## config.mk

```make
export PLATFORM = sky130hd
export DESIGN_NAME = dtx_csr_bank
export DESIGN_NICKNAME = d
export VERILOG_FILES = /design/src/rtl/dtx_csr_pkg.sv /design/src/rtl/dtx_sync.sv /design/src/rtl/dtx_irq_monitor.sv /design/src/rtl/dtx_status_mux.sv /design/src/rtl/dtx_csr_bank.sv
export SDC_FILE = /design/constraint.sdc
export NUM_CORES = 1
export LEC_CHECK = 0
export ABC_AREA = 1
export BUFFER_PORTS_ARGS = -buffer_cell sky130_fd_sc_hd__clkbuf_2
export CORE_UTILIZATION = 48
export CTS_BUF_LIST = sky130_fd_sc_hd__clkbuf_16
export CTS_CLUSTER_DIAMETER = 80
export DETAILED_ROUTE_END_ITERATION = 16
export PLACE_DENSITY = 0.78
export SKIP_CTS_REPAIR_TIMING = 1
export SLEW_MARGIN = 10
export SYNTH_ARGS = -nofsm -noshare
export SYNTH_HDL_FRONTEND = slang
export SYNTH_HIERARCHICAL = 1
export SYNTH_SLANG_ARGS = --single-unit
export TNS_END_PERCENT = 20
```

## constraint.sdc

```tcl
create_clock -name clk -period 0.9 [get_ports clk]
set_input_delay 0.09 -clock clk [delete_from_list [all_inputs] [get_ports clk]]
set_output_delay 0.09 -clock clk [all_outputs]
set_load 0.02 [all_outputs]
```

## src/rtl/dtx_csr_pkg.sv

```systemverilog
package dtx_csr_pkg;

   localparam int unsigned REG_W = 8;

   // register addresses
   localparam int unsigned ADR_VEN_LO  = 'h00;
   localparam int unsigned ADR_VEN_HI  = 'h01;
   localparam int unsigned ADR_DEV_LO  = 'h02;
   localparam int unsigned ADR_DEV_HI  = 'h03;
   localparam int unsigned ADR_REV     = 'h04;
   localparam int unsigned ADR_FRQ_LO  = 'h05;
   localparam int unsigned ADR_FRQ_HI  = 'h06;
   localparam int unsigned ADR_MODE    = 'h08;
   localparam int unsigned ADR_CTL     = 'h09;

   // status pin selector codes
   localparam logic [2:0] SEL_FORCE  = 3'b000;
   localparam logic [2:0] SEL_FLAG   = 3'b001;
   localparam logic [2:0] SEL_RSENSE = 3'b010;
   localparam logic [2:0] SEL_HPLUG  = 3'b011;

   typedef struct packed {
      logic vs_en;
      logic hs_en;
      logic clk_single;
      logic bus_dual;
      logic edge_fall;
      logic pwr_on;
   } mode_t;

   localparam mode_t MODE_RESET = '{vs_en: 1'b1, hs_en: 1'b1, clk_single: 1'b1,
                                    bus_dual: 1'b0, edge_fall: 1'b1, pwr_on: 1'b1};

   typedef struct packed {
      logic [2:0] pin_sel;
      logic       src_hplug;
   } ctl_t;

   localparam ctl_t CTL_RESET = '{pin_sel: SEL_FLAG, src_hplug: 1'b0};

endpackage

```

## src/rtl/dtx_sync.sv

```systemverilog
module dtx_sync #(
   parameter int unsigned WIDTH  = 2,
   parameter int unsigned STAGES = 2
) (
   input  logic             clk,
   input  logic             rst_n,
   input  logic [WIDTH-1:0] async_i,
   output logic [WIDTH-1:0] sync_o
);

   generate
      if (STAGES < 2) begin : g_bad_stages
         $error("dtx_sync: STAGES must be at least 2");
      end
      if (WIDTH < 1) begin : g_bad_width
         $error("dtx_sync: WIDTH must be at least 1");
      end
   endgenerate

   logic [WIDTH-1:0] stage_q [STAGES];

   always_ff @(posedge clk or negedge rst_n) begin
      if (!rst_n) begin
         for (int i = 0; i < int'(STAGES); i++) stage_q[i] <= '0;
      end else begin
         stage_q[0] <= async_i;
         for (int i = 1; i < int'(STAGES); i++) stage_q[i] <= stage_q[i-1];
      end
   end

   assign sync_o = stage_q[STAGES-1];

endmodule

```

## src/rtl/dtx_irq_monitor.sv

```systemverilog
module dtx_irq_monitor (
   input  logic clk,
   input  logic rst_n,
   input  logic rsense_s,
   input  logic hplug_s,
   input  logic src_hplug,
   input  logic clr_req,
   output logic flag_n
);

   logic rsense_d, hplug_d;
   logic rsense_chg, hplug_chg, evt;

   always_ff @(posedge clk or negedge rst_n) begin
      if (!rst_n) begin
         rsense_d <= 1'b0;
         hplug_d  <= 1'b0;
      end else begin
         rsense_d <= rsense_s;
         hplug_d  <= hplug_s;
      end
   end

   // per-input edges, so switching the source creates no event
   assign rsense_chg = rsense_s ^ rsense_d;
   assign hplug_chg  = hplug_s ^ hplug_d;
   assign evt        = src_hplug ? hplug_chg : rsense_chg;

   always_ff @(posedge clk or negedge rst_n) begin
      if (!rst_n)       flag_n <= 1'b1;
      else if (evt)     flag_n <= 1'b0;   // change beats a same-cycle clear
      else if (clr_req) flag_n <= 1'b1;
   end

   p_flag_fall_r6: assert property (@(posedge clk) disable iff (!rst_n)
      evt |=> !flag_n);

   p_flag_sticky_r7: assert property (@(posedge clk) disable iff (!rst_n)
      (!flag_n && !clr_req) |=> !flag_n);

   p_flag_clear_r7: assert property (@(posedge clk) disable iff (!rst_n)
      (clr_req && !evt) |=> flag_n);

   p_collision_r9: assert property (@(posedge clk) disable iff (!rst_n)
      (clr_req && evt) |=> !flag_n);

   p_no_spurious_r8: assert property (@(posedge clk) disable iff (!rst_n)
      (flag_n && !evt) |=> flag_n);

endmodule

```

## src/rtl/dtx_status_mux.sv

```systemverilog
module dtx_status_mux (
   input  logic [2:0] sel,
   input  logic       flag_n,
   input  logic       rsense_s,
   input  logic       hplug_s,
   output logic       pin_o
);
   import dtx_csr_pkg::*;

   always_comb begin
      unique case (sel)
         SEL_FORCE:  pin_o = 1'b1;
         SEL_FLAG:   pin_o = flag_n;
         SEL_RSENSE: pin_o = rsense_s;
         SEL_HPLUG:  pin_o = hplug_s;
         default:    pin_o = 1'b1;   // reserved codes
      endcase
   end

endmodule

```

## src/rtl/dtx_csr_bank.sv

```systemverilog
module dtx_csr_bank #(
   parameter int unsigned ADDR_W      = 8,
   parameter int unsigned SYNC_STAGES = 2,
   parameter logic [15:0] VENDOR_ID   = 16'h1305,
   parameter logic [15:0] DEVICE_ID   = 16'h6724,
   parameter logic [7:0]  REVISION    = 8'h00,
   parameter logic [7:0]  FREQ_LO     = 8'h19,
   parameter logic [7:0]  FREQ_HI     = 8'h55
) (
   input  logic              clk,
   input  logic              rst_n,
   input  logic [ADDR_W-1:0] reg_addr,
   input  logic              reg_wr,
   input  logic [7:0]        reg_wdata,
   output logic [7:0]        reg_rdata,
   input  logic              det_rsense_i,
   input  logic              det_hotplug_i,
   input  logic              low_swing_i,
   input  logic              hsync_i,
   input  logic              vsync_i,
   output logic              hsync_o,
   output logic              vsync_o,
   output logic              drv_oe_o,
   output logic              edge_fall_o,
   output logic              bus_dual_o,
   output logic              clk_single_o,
   output logic              status_pin_o
);
   import dtx_csr_pkg::*;

   localparam int unsigned MODE_W = $bits(mode_t);

   generate
      if (ADDR_W < 4) begin : g_bad_addr
         $error("dtx_csr_bank: ADDR_W must be at least 4");
      end
      if (MODE_W > REG_W) begin : g_bad_mode
         $error("dtx_csr_bank: mode fields exceed register width");
      end
   endgenerate

   mode_t mode_q;
   ctl_t  ctl_q;
   logic  rsense_s, hplug_s, flag_n;
   logic  wr_mode, wr_ctl, clr_req;
   logic  [1:0] det_sync;
   logic  unused_wdata;

   assign wr_mode = reg_wr && (reg_addr == ADDR_W'(ADR_MODE));
   assign wr_ctl  = reg_wr && (reg_addr == ADDR_W'(ADR_CTL));
   assign clr_req = wr_ctl && reg_wdata[0];
   assign unused_wdata = ^reg_wdata[7:6];

   always_ff @(posedge clk or negedge rst_n) begin
      if (!rst_n) begin
         mode_q <= MODE_RESET;
         ctl_q  <= CTL_RESET;
      end else begin
         if (wr_mode) mode_q <= mode_t'(reg_wdata[MODE_W-1:0]);
         if (wr_ctl)  ctl_q  <= '{pin_sel: reg_wdata[4:2], src_hplug: reg_wdata[1]};
      end
   end

   dtx_sync #(.WIDTH(2), .STAGES(SYNC_STAGES)) u_sync (
      .clk     (clk),
      .rst_n   (rst_n),
      .async_i ({det_hotplug_i, det_rsense_i}),
      .sync_o  (det_sync)
   );
   assign rsense_s = det_sync[0];
   assign hplug_s  = det_sync[1];

   dtx_irq_monitor u_irq (
      .clk       (clk),
      .rst_n     (rst_n),
      .rsense_s  (rsense_s),
      .hplug_s   (hplug_s),
      .src_hplug (ctl_q.src_hplug),
      .clr_req   (clr_req),
      .flag_n    (flag_n)
   );

   dtx_status_mux u_pin (
      .sel      (ctl_q.pin_sel),
      .flag_n   (flag_n),
      .rsense_s (rsense_s),
      .hplug_s  (hplug_s),
      .pin_o    (status_pin_o)
   );

   always_comb begin
      reg_rdata = '0;
      case (reg_addr)
         ADDR_W'(ADR_VEN_LO): reg_rdata = VENDOR_ID[7:0];
         ADDR_W'(ADR_VEN_HI): reg_rdata = VENDOR_ID[15:8];
         ADDR_W'(ADR_DEV_LO): reg_rdata = DEVICE_ID[7:0];
         ADDR_W'(ADR_DEV_HI): reg_rdata = DEVICE_ID[15:8];
         ADDR_W'(ADR_REV):    reg_rdata = REVISION;
         ADDR_W'(ADR_FRQ_LO): reg_rdata = FREQ_LO;
         ADDR_W'(ADR_FRQ_HI): reg_rdata = FREQ_HI;
         ADDR_W'(ADR_MODE):   reg_rdata = REG_W'(mode_q);
         ADDR_W'(ADR_CTL):    reg_rdata = {low_swing_i, hplug_s, rsense_s,
                                           ctl_q.pin_sel, ctl_q.src_hplug, flag_n};
         default:             reg_rdata = '0;
      endcase
   end

   assign hsync_o      = hsync_i & mode_q.hs_en;
   assign vsync_o      = vsync_i & mode_q.vs_en;
   assign drv_oe_o     = mode_q.pwr_on;
   assign edge_fall_o  = mode_q.edge_fall;
   assign bus_dual_o   = mode_q.bus_dual;
   assign clk_single_o = mode_q.clk_single;

   p_mode_hold_r3: assert property (@(posedge clk) disable iff (!rst_n)
      !wr_mode |=> $stable(mode_q));

   p_ctl_hold_r10: assert property (@(posedge clk) disable iff (!rst_n)
      !wr_ctl |=> $stable(ctl_q));

   p_pin_flag_r10: assert property (@(posedge clk) disable iff (!rst_n)
      (ctl_q.pin_sel == SEL_FLAG) |-> (status_pin_o == flag_n));

endmodule

```

# Word level (Yosys, flattened, before mapping)
# Cells that the tools add are included.
# op_classes
n_mux	5
bitwise_logic	4
reduce_logical	5
n_eq_ne	10
# ops
operator	count
8-bit one-hot mux with 8 select lines	1
8-bit by 2-bit == test with 1-bit output, second input constant	2
8-bit by 3-bit == test with 1-bit output, second input constant	2
8-bit by 4-bit == test with 1-bit output, second input constant	2
8-bit by 1-bit == test with 1-bit output, second input constant	1
8-bit logical NOT	1
3-bit by 2-bit == test with 1-bit output, second input constant	2
3-bit by 1-bit == test with 1-bit output, second input constant	1
1-bit logical AND	3
1-bit 2-to-1 mux	3
1-bit one-hot mux with 3 select lines	1
1-bit AND	2
2-bit nonzero test	1
1-bit XOR	2
# totals
register_bits	17
inputBits	24
out_inout_bits	15

# Depth between registers and ports, before layout
# Gate-level depths: netlist of run 1.
# depth
word_depth	5
ltp_mapped	8
mapped_depth_nobuf	8

# By module
# Netlist of run 1, hierarchy kept.
# modules_own_cells
mod	seq_area_each_um2	cells_per_inst	instances	area_per_inst_um2
dtx_csr_bank	257.7	110	1	738.2
dtx_irq_monitor	76.3	17	1	137.6
dtx_sync	100.1	6	1	115.1
dtx_status_mux	0.0	8	1	37.5

# Least setup slack after synthesis of run 1
# No wires, ideal clock.
# synth_path
path_kind	register to output
from	register mode_q, in the netlist drv_oe_o
to	output port reg_rdata[0]
setup_slack_ns	-0.108
t_required_ns	0.810
path_stages_with_launch	5
arrival_ns	0.918
n_path_buf	0
path_cell_list	dfstp_2 inv_1 nor2_1 nor2_1 nand2_1
# synth_between
elab_chain_len	1
# synth_rtl
element	line	rtl
start, declared	dtx_csr_bank.sv:42	mode_t mode_q;
start signal, assigned	dtx_csr_bank.sv:59	if (wr_mode) mode_q <= mode_t'(reg_wdata[MODE_W-1:0]);
8-bit one-hot mux with 8 select lines	dtx_csr_bank.sv:93	case (reg_addr)
end, declared	dtx_csr_bank.sv:15	output logic [7:0] reg_rdata,
# Every way passes these cells.

# Worst setup path after layout of run 1
# layout_path
from	register ctl_q[1] (netlist bit)
to	output port status_pin_o
# layout_between
elab_chain_len	2
elab_cells_between_ends	4
cone_classes	3 x eq/ne; 1 x mux
# layout_rtl
element	line	rtl
start, declared	dtx_csr_bank.sv:43	ctl_t ctl_q;
start signal, assigned	dtx_csr_bank.sv:60	if (wr_ctl) ctl_q <= '{pin_sel: reg_wdata[4:2], src_hplug: reg_wdata[1]};
3-bit by 2-bit == test with 1-bit output or 3-bit by 1-bit == test with 1-bit output (tied branches)	dtx_status_mux.sv:11	unique case (sel)
1-bit one-hot mux with 3 select lines (*)	dtx_status_mux.sv:11	
end, declared	dtx_csr_bank.sv:27	output logic status_pin_o
# Every way passes the cells marked *; elsewhere a longest branch is shown, timed or not.

==> metrics.cfg, run 1 <==
[power_and_ir_drop]
switching_power_mw = 0.4869
comb_power_share_pct = 15.1
p_per_area_nw_per_um2 = 1294
switching_share_pct = 23.87
leakagePower_nw = 0.8697
clkPwrFrac_pct = 43.3
ir_drop_v = 0.001204
seq_power_share_pct = 41.6
p_int_mw = 1.553
p_total_mw = 2.040

[timing]
fmax_mhz = 773.2
hold_violations = 0
worstMarginPinSlew_ns = 0.4274
min_period_ns = 1.293
setup_ws_ns = -0.3933
skew_ns = 0.0007761
relSlewSlack_pct = 71.50
finalSetupViolCount = 14
rsz0062_at_grt = yes
finalMaxSlewViolations = 0
period_share_pct = 143.7

[logic_synthesis]
synth_fp_nets = 165
synth_largest_area_cell = dfrtp_1
yosys.area.top_type_share_pct = 24.33
yosys-top-cells-area = dfrtp_1, nand2_1, dfstp_2, inv_1, nand3_1
yosysWarnings = 6
syn_area_sq_um = 1028
synth-seq-cells = 17
yosysSeqAreaShare_pct = 42.21
avgSynthCellArea_sq_um = 7.294
ys_types = 21
syn_inst = 141

[critical_path]
cp_cell_sequence = inv_2 -> a21oi_2 -> nand3_2 -> buf_6
r2r_end = drv_oe_o
cp_data_required_time_ns = 0.81
crit_arrival_ns = 1.20
critical_path_class = reg -> out
reg2reg_setup_slack_ns = 0.04
critPathBufInv = 2
ff2ff_path_depth = 3
reg2reg_from = drv_oe_o
max_stage_delay_ns = 0.57
cpLargestDelayFamily = flip-flops
end_kind = primary output
crit_path_max_fanout = 5
cp_slowest_cell = dfstp_2
startpoint_type = flop

[final_layout]
n_antenna_cell = 0
fin_nets = 220
utilization_pct = 79.55
drive_gt1_share_pct = 46.15
layout_common_cells = nand2_1, clkbuf_2, inv_1, buf_4
nFillCells = 129
final_common_cell = nand2_1
area_delta_synth_final_pct = 53.28

[cts]
clock-root-buffer = clkbuf_16
cts_buffer_depth = 2
numClockSinks = 17
clkTransAtPathRegs_ns = 0.05
cts_tree = yes
h-tree-depth = 1
insertion_delay_ns = 0.25
numCtsBuffers = 3

[detailed_routing]
drt-initial-drc-count = 18
first_pass_iters = 5
drcViolationCount = 0
wl_per_cell_microns = 12.24
drt-vias-per-instance = 5.036
routed_wl_mm = 2.718
final_antenna_net_count = 0
vias = 1118

[floorplanning]
io_pins = 39
rows = 16
die_h_microns = 48.29
dieArea_sq_um = 2332
floorplan.initialDensity_pct = 51.89
die_x_microns = 48.29
coreArea_sq_um = 1982

[hold_path]
holdPathEnd = mode_q[5]
worstHoldPathCells = 3
holdCritStartpoint = reg_wdata[5]
hp-class = in -> reg

[outcome]
violations = setup timing
outcome = finished, violations left

[global_routing]
antenna_found_initial = 0
grt_pass1_vias = 913
grt_pass1_wl_mm = 3.726
grt_max_degree = 18
grt-ovfl-total = 0
grt_usage_pct = 23.62

[placement]
place_hpwl_mm = 1.923
port-buffer-count = 36
gp_congestion = 0.7793

[job]
drv_cap = 0

-- worst min-delay path, delay by kind of cell --
family | cells | cell delay, ns
buffers and inverters | 1 | 0.08
and+or+nand+nor | 2 | 0.10
-- stage by stage --
stage	instances	area [sq um]	setup slack [ns]	setup TNS, ns	hold slack [ns]
3_3_place_gp	215	1358	-0.2157	-3.073	0.03578
3_5_place_dp	215	1358	-0.2373	-3.684	0.04497
5_1_grt	222	1577	-0.4310	-3.958	0.04867
4_1_cts	219	1438	-0.3944	-3.639	-0.2172
2_1_floorplan	141	1046	-0.03162	-0.1521	-0.2056
6_report	222	1577	-0.3933	-3.341	0.03824
-- cell families (layout without fill, tap and decap cells) --
logic type	Yosys count	after routing	synth area share, %
buffers and inverters	23	77	9.609
AO/OA/AOI/OAI	12	12	6.204
flip-flops	17	17	42.21
AND/OR/NAND/NOR	89	89	41.97
-- layer usage --
layer | vias to the layer above | track usage, % | wire, microns
li1 | 548 | - | -
met1 | 521 | 28.67 | 1124
met2 | 43 | 40.80 | 1408
met3 | 6 | 4.444 | 122
met4 | 0 | 10.00 | 62
met5 | - | 0 | 0
-- worst max-delay path by stage --
stage	cells past startpoint	startpoint	to	slack [ns]
floorplan	4	drv_oe_o	reg_rdata[0]	-0.03
global placement	9	reg_addr[3]	reg_rdata[0]	-0.22
detailed placement	9	reg_addr[3]	reg_rdata[0]	-0.24
CTS	4	ctl_q[1]	status_pin_o	-0.39
global route	4	ctl_q[1]	status_pin_o	-0.43
finish	4	ctl_q[1]	status_pin_o	-0.39
-- layout make-up --
| cell class | instances | area (sq um) | share of cell area (%) |
|---|---|---|---|
| inverters | 20 | 80.08 | 5.079 |
| clock inverters | 1 | 5.005 | 0.3175 |
| flip-flops and latches | 17 | 434.2 | 27.54 |
| well taps | 27 | 33.78 | 2.143 |
| multi-input cells | 101 | 545.5 | 34.60 |
| repair buffers | 53 | 402.9 | 25.56 |
| clock buffers | 3 | 75.07 | 4.762 |
-- flip-flops by register name, summed over array words and instances (netlist names) --
register,flops
u_irq/flag_n,1
u_sync/sync_o,2
u_irq/hplug_d,1
mode_q,2
u_irq/rsense_d,1
clk_single_o,1
bus_dual_o,1
u_sync/stage_q,2
drv_oe_o,1
edge_fall_o,1
ctl_q,4
-- cell usage after synthesis (all sizes together) --
library cell	n
a21oi	1
buf	3
clkinv	1
dfrtp	10
dfstp	7
inv	19
nand2	54
nand3	12
nand4	3
nor2	18
nor3b	1
o21ai	11
or2	1
-- power by group through the flow --
| stage | clock network [mW] | logic, mW | registers, mW |
|---|---|---|---|
| 6_report | 0.884 | 0.308 | 0.848 |
| 5_1_grt | 0.936 | 0.338 | 0.852 |
| 4_1_cts | 0.897 | 0.268 | 0.844 |
| 3_5_place_dp | 0 | 0.266 | 0.856 |
| 3_3_place_gp | 0 | 0.260 | 0.854 |
| 2_1_floorplan | 0 | 0.122 | 0.858 |
No activity file was read; power rests on OpenSTA's default activity.
==> run 2: changes to the inputs <==
Settings changed: BUFFER_PORTS_ARGS -buffer_cell sky130_fd_sc_hd__clkbuf_2 to -buffer_cell sky130_fd_sc_hd__buf_2, CORE_UTILIZATION 48 to 51, PLACE_DENSITY 0.78 to 0.83, SKIP_CTS_REPAIR_TIMING 1 to unset.
Clock period 0.9 ns to 1.5 ns, I/O delays scaled along.
==> run 2 against run 1 <==
Against the previous run:
- the flow now finishes without violations
- largest cell class unchanged
- register-to-register slack gained 0.58 ns
- highest routed layer unchanged
- largest power group unchanged
- sequential power shrank 40%
- combinational power shrank 56%
- first-iteration DRC count grew 17%
- clock power shrank 41%
- flip-flop and latch count is the same
- critical endpoint unchanged
==> metrics.cfg, run 2 (synthesized netlist as in run 1, its figures left out) <==
[final_layout]
area_delta_synth_final_pct = 28.22
layout_common_cells = nand2_1, buf_2, inv_1
largest-register = ctl_q
n_antenna_cell = 0  ; unchanged
fin_nets = 205  ; -6.8%
final_common_cell = nand2_1
fin_cells = 205  ; -7.7%
drive_gt1_share_pct = 35.56  ; -11 points
utilization_pct = 73.19  ; -6.4 points
largest_register_ffs = 4  ; unchanged
final_area_sq_um = 1319  ; -16%

[detailed_routing]
maxUsedRoutingLayer = met4
drt-met1-wl_microns = 990  ; -12%
wl_per_cell_microns = 11.16  ; -8.8%
drt-initial-drc-count = 21  ; +3
drt-vias-per-instance = 4.941  ; -1.9%
vias = 1013  ; -9.4%
routed_wl_mm = 2.288  ; -16%
drcViolationCount = 0  ; unchanged
first_pass_iters = 4  ; -1
met2_length_mm = 1.172  ; -17%
final_antenna_net_count = 0  ; unchanged
met3_length_microns = 114  ; -6.6%

[timing]
finalSetupViolCount = 0  ; -14
min_period_ns = 1.346
setup_tns_ns = 0  ; +3.341 ns
relSlewSlack_pct = 75.05  ; +3.5 points
rsz0062_at_grt = no
hold_violations = 0  ; unchanged
period_share_pct = 89.71
worstMarginPinSlew_ns = 0.3742  ; -0.05319 ns
fmax_mhz = 743.2
skew_ns = 0.0008583  ; +0.00008221 ns
whs_ns = 0.009511  ; -0.02873 ns
finalMaxSlewViolations = 0  ; unchanged

[critical_path]
crit_path_max_fanout = 5  ; unchanged
startpoint_type = flop
cp_data_required_time_ns = 1.35  ; +0.54 ns
reg2reg_setup_slack_ns = 0.62  ; +0.58 ns
critical_path_class = reg -> out
end_kind = primary output
crit_arrival_ns = 1.20  ; about the same

[power_and_ir_drop]
leakagePower_nw = 0.7766  ; -11%
ir_drop_v = 0.0007328  ; -39%
p_per_area_nw_per_um2 = 881.0  ; -32%

[global_routing]
grt_max_degree = 18  ; unchanged
grt_pass1_wl_mm = 3.574  ; -4.1%
grt_pass1_vias = 876  ; -4.1%
antenna_found_initial = 0  ; unchanged
grt_usage_pct = 23.29  ; -0.33 points
grt-ovfl-total = 0  ; unchanged

[placement]
port-buffer-count = 36  ; unchanged
gp_congestion = 0.8677  ; +11%
place_hpwl_mm = 1.807  ; -6.0%
placed_area_sq_um = 1229  ; -9.5%
dp.cells = 200  ; -7.0%

[cts]
numCtsBuffers = 3  ; unchanged
numClockSinks = 17  ; unchanged
cts_buffer_depth = 2  ; unchanged
post_cts_buffers = 0
insertion_delay_ns = 0.24  ; about the same
cts_tree = yes
clkTransAtPathRegs_ns = 0.05  ; about the same
clock-root-buffer = clkbuf_16
h-tree-depth = 1  ; unchanged

[floorplanning]
die_h_microns = 46.91  ; -2.9%
floorplan.initialDensity_pct = 57.08  ; +5.2 points
dieArea_sq_um = 2200  ; -5.7%
die_x_microns = 46.91  ; -2.9%
rows = 15  ; -1
coreArea_sq_um = 1802  ; -9.1%
io_pins = 39  ; unchanged

[hold_path]
hp-class = in -> reg

[outcome]
outcome = complete, no violations

[job]
drv_cap = 0  ; unchanged

run 2: cell types whose count changed in the layout (fill, tap and decap cells not counted), moves of 2 or more:
cell / delta
buf_2: +36
buf_4: -12
buf_6: -12
clkbuf_2: -24
dlygate4sd3_1: -2
inv_1: +2
inv_2: -2
nand2_1: +3
nand2_2: -3
nand3_1: +5
nand3_2: -5
nor2_1: +2
nor2_2: -2
run 2: report_power, final:
part | internal (mW) | switching, mW
Clock | 0.356 | 0.164
Sequential | 0.489 | 0.0193
Combinational | 0.0514 | 0.0830
run 2: critical path, stage by stage, from the launching register on:
cell	delay (ns)
dfstp_2	0.56
inv_1	0.06
a21oi_2	0.11
nand3_1	0.06
buf_2	0.16
run 2: timing repair:
action                     in CTS  in global routing
hold buffers                    1                  0
setup endpoints to repair       0                  0
hold endpoints to repair       10                  0
resized for setup               0                  0
run 2: cell type report:
cell class / instances / area, sq um
Clock buffer: 3 / 75.07
Clock inverter: 1 / 5.005
Fill cell: 166 / 483.0
Inverter: 20 / 80.08
Multi-Input combinational cell: 101 / 495.5
Sequential cell: 17 / 434.2
Tap cell: 25 / 31.28
Timing Repair Buffer: 38 / 197.7
run 2: worst paths after layout:
check	from	endpoint	cells after the start
worst max-delay path	ctl_q[1]	status_pin_o	4
max in group asynchronous	rst_n	drv_oe_o	2
worst min-delay path	det_rsense_i	u_sync/stage_q[2]	1
min in group asynchronous	rst_n	u_sync/stage_q[3]	2
worst min register to register	u_sync/stage_q[2]	u_sync/sync_o[0]	0
worst max register to register	u_irq/flag_n	u_irq/flag_n	3
run 2: through the flow:
step / power, mW / setup slack (ns)
floorplan: 0.5848 / 0.4321
global placement: 0.6410 / 0.2494
detailed placement: 0.6471 / 0.2193
CTS: 1.169 / 0.1524
global route: 1.206 / 0.03826
finish: 1.162 / 0.1544
run 2: metal layers:
metal  global-route usage, %  vias up
li1                        -      519
met1                   29.02      452
met2                   41.67       40
met3                   3.462        2
met4                   6.857        0
met5                       0        -
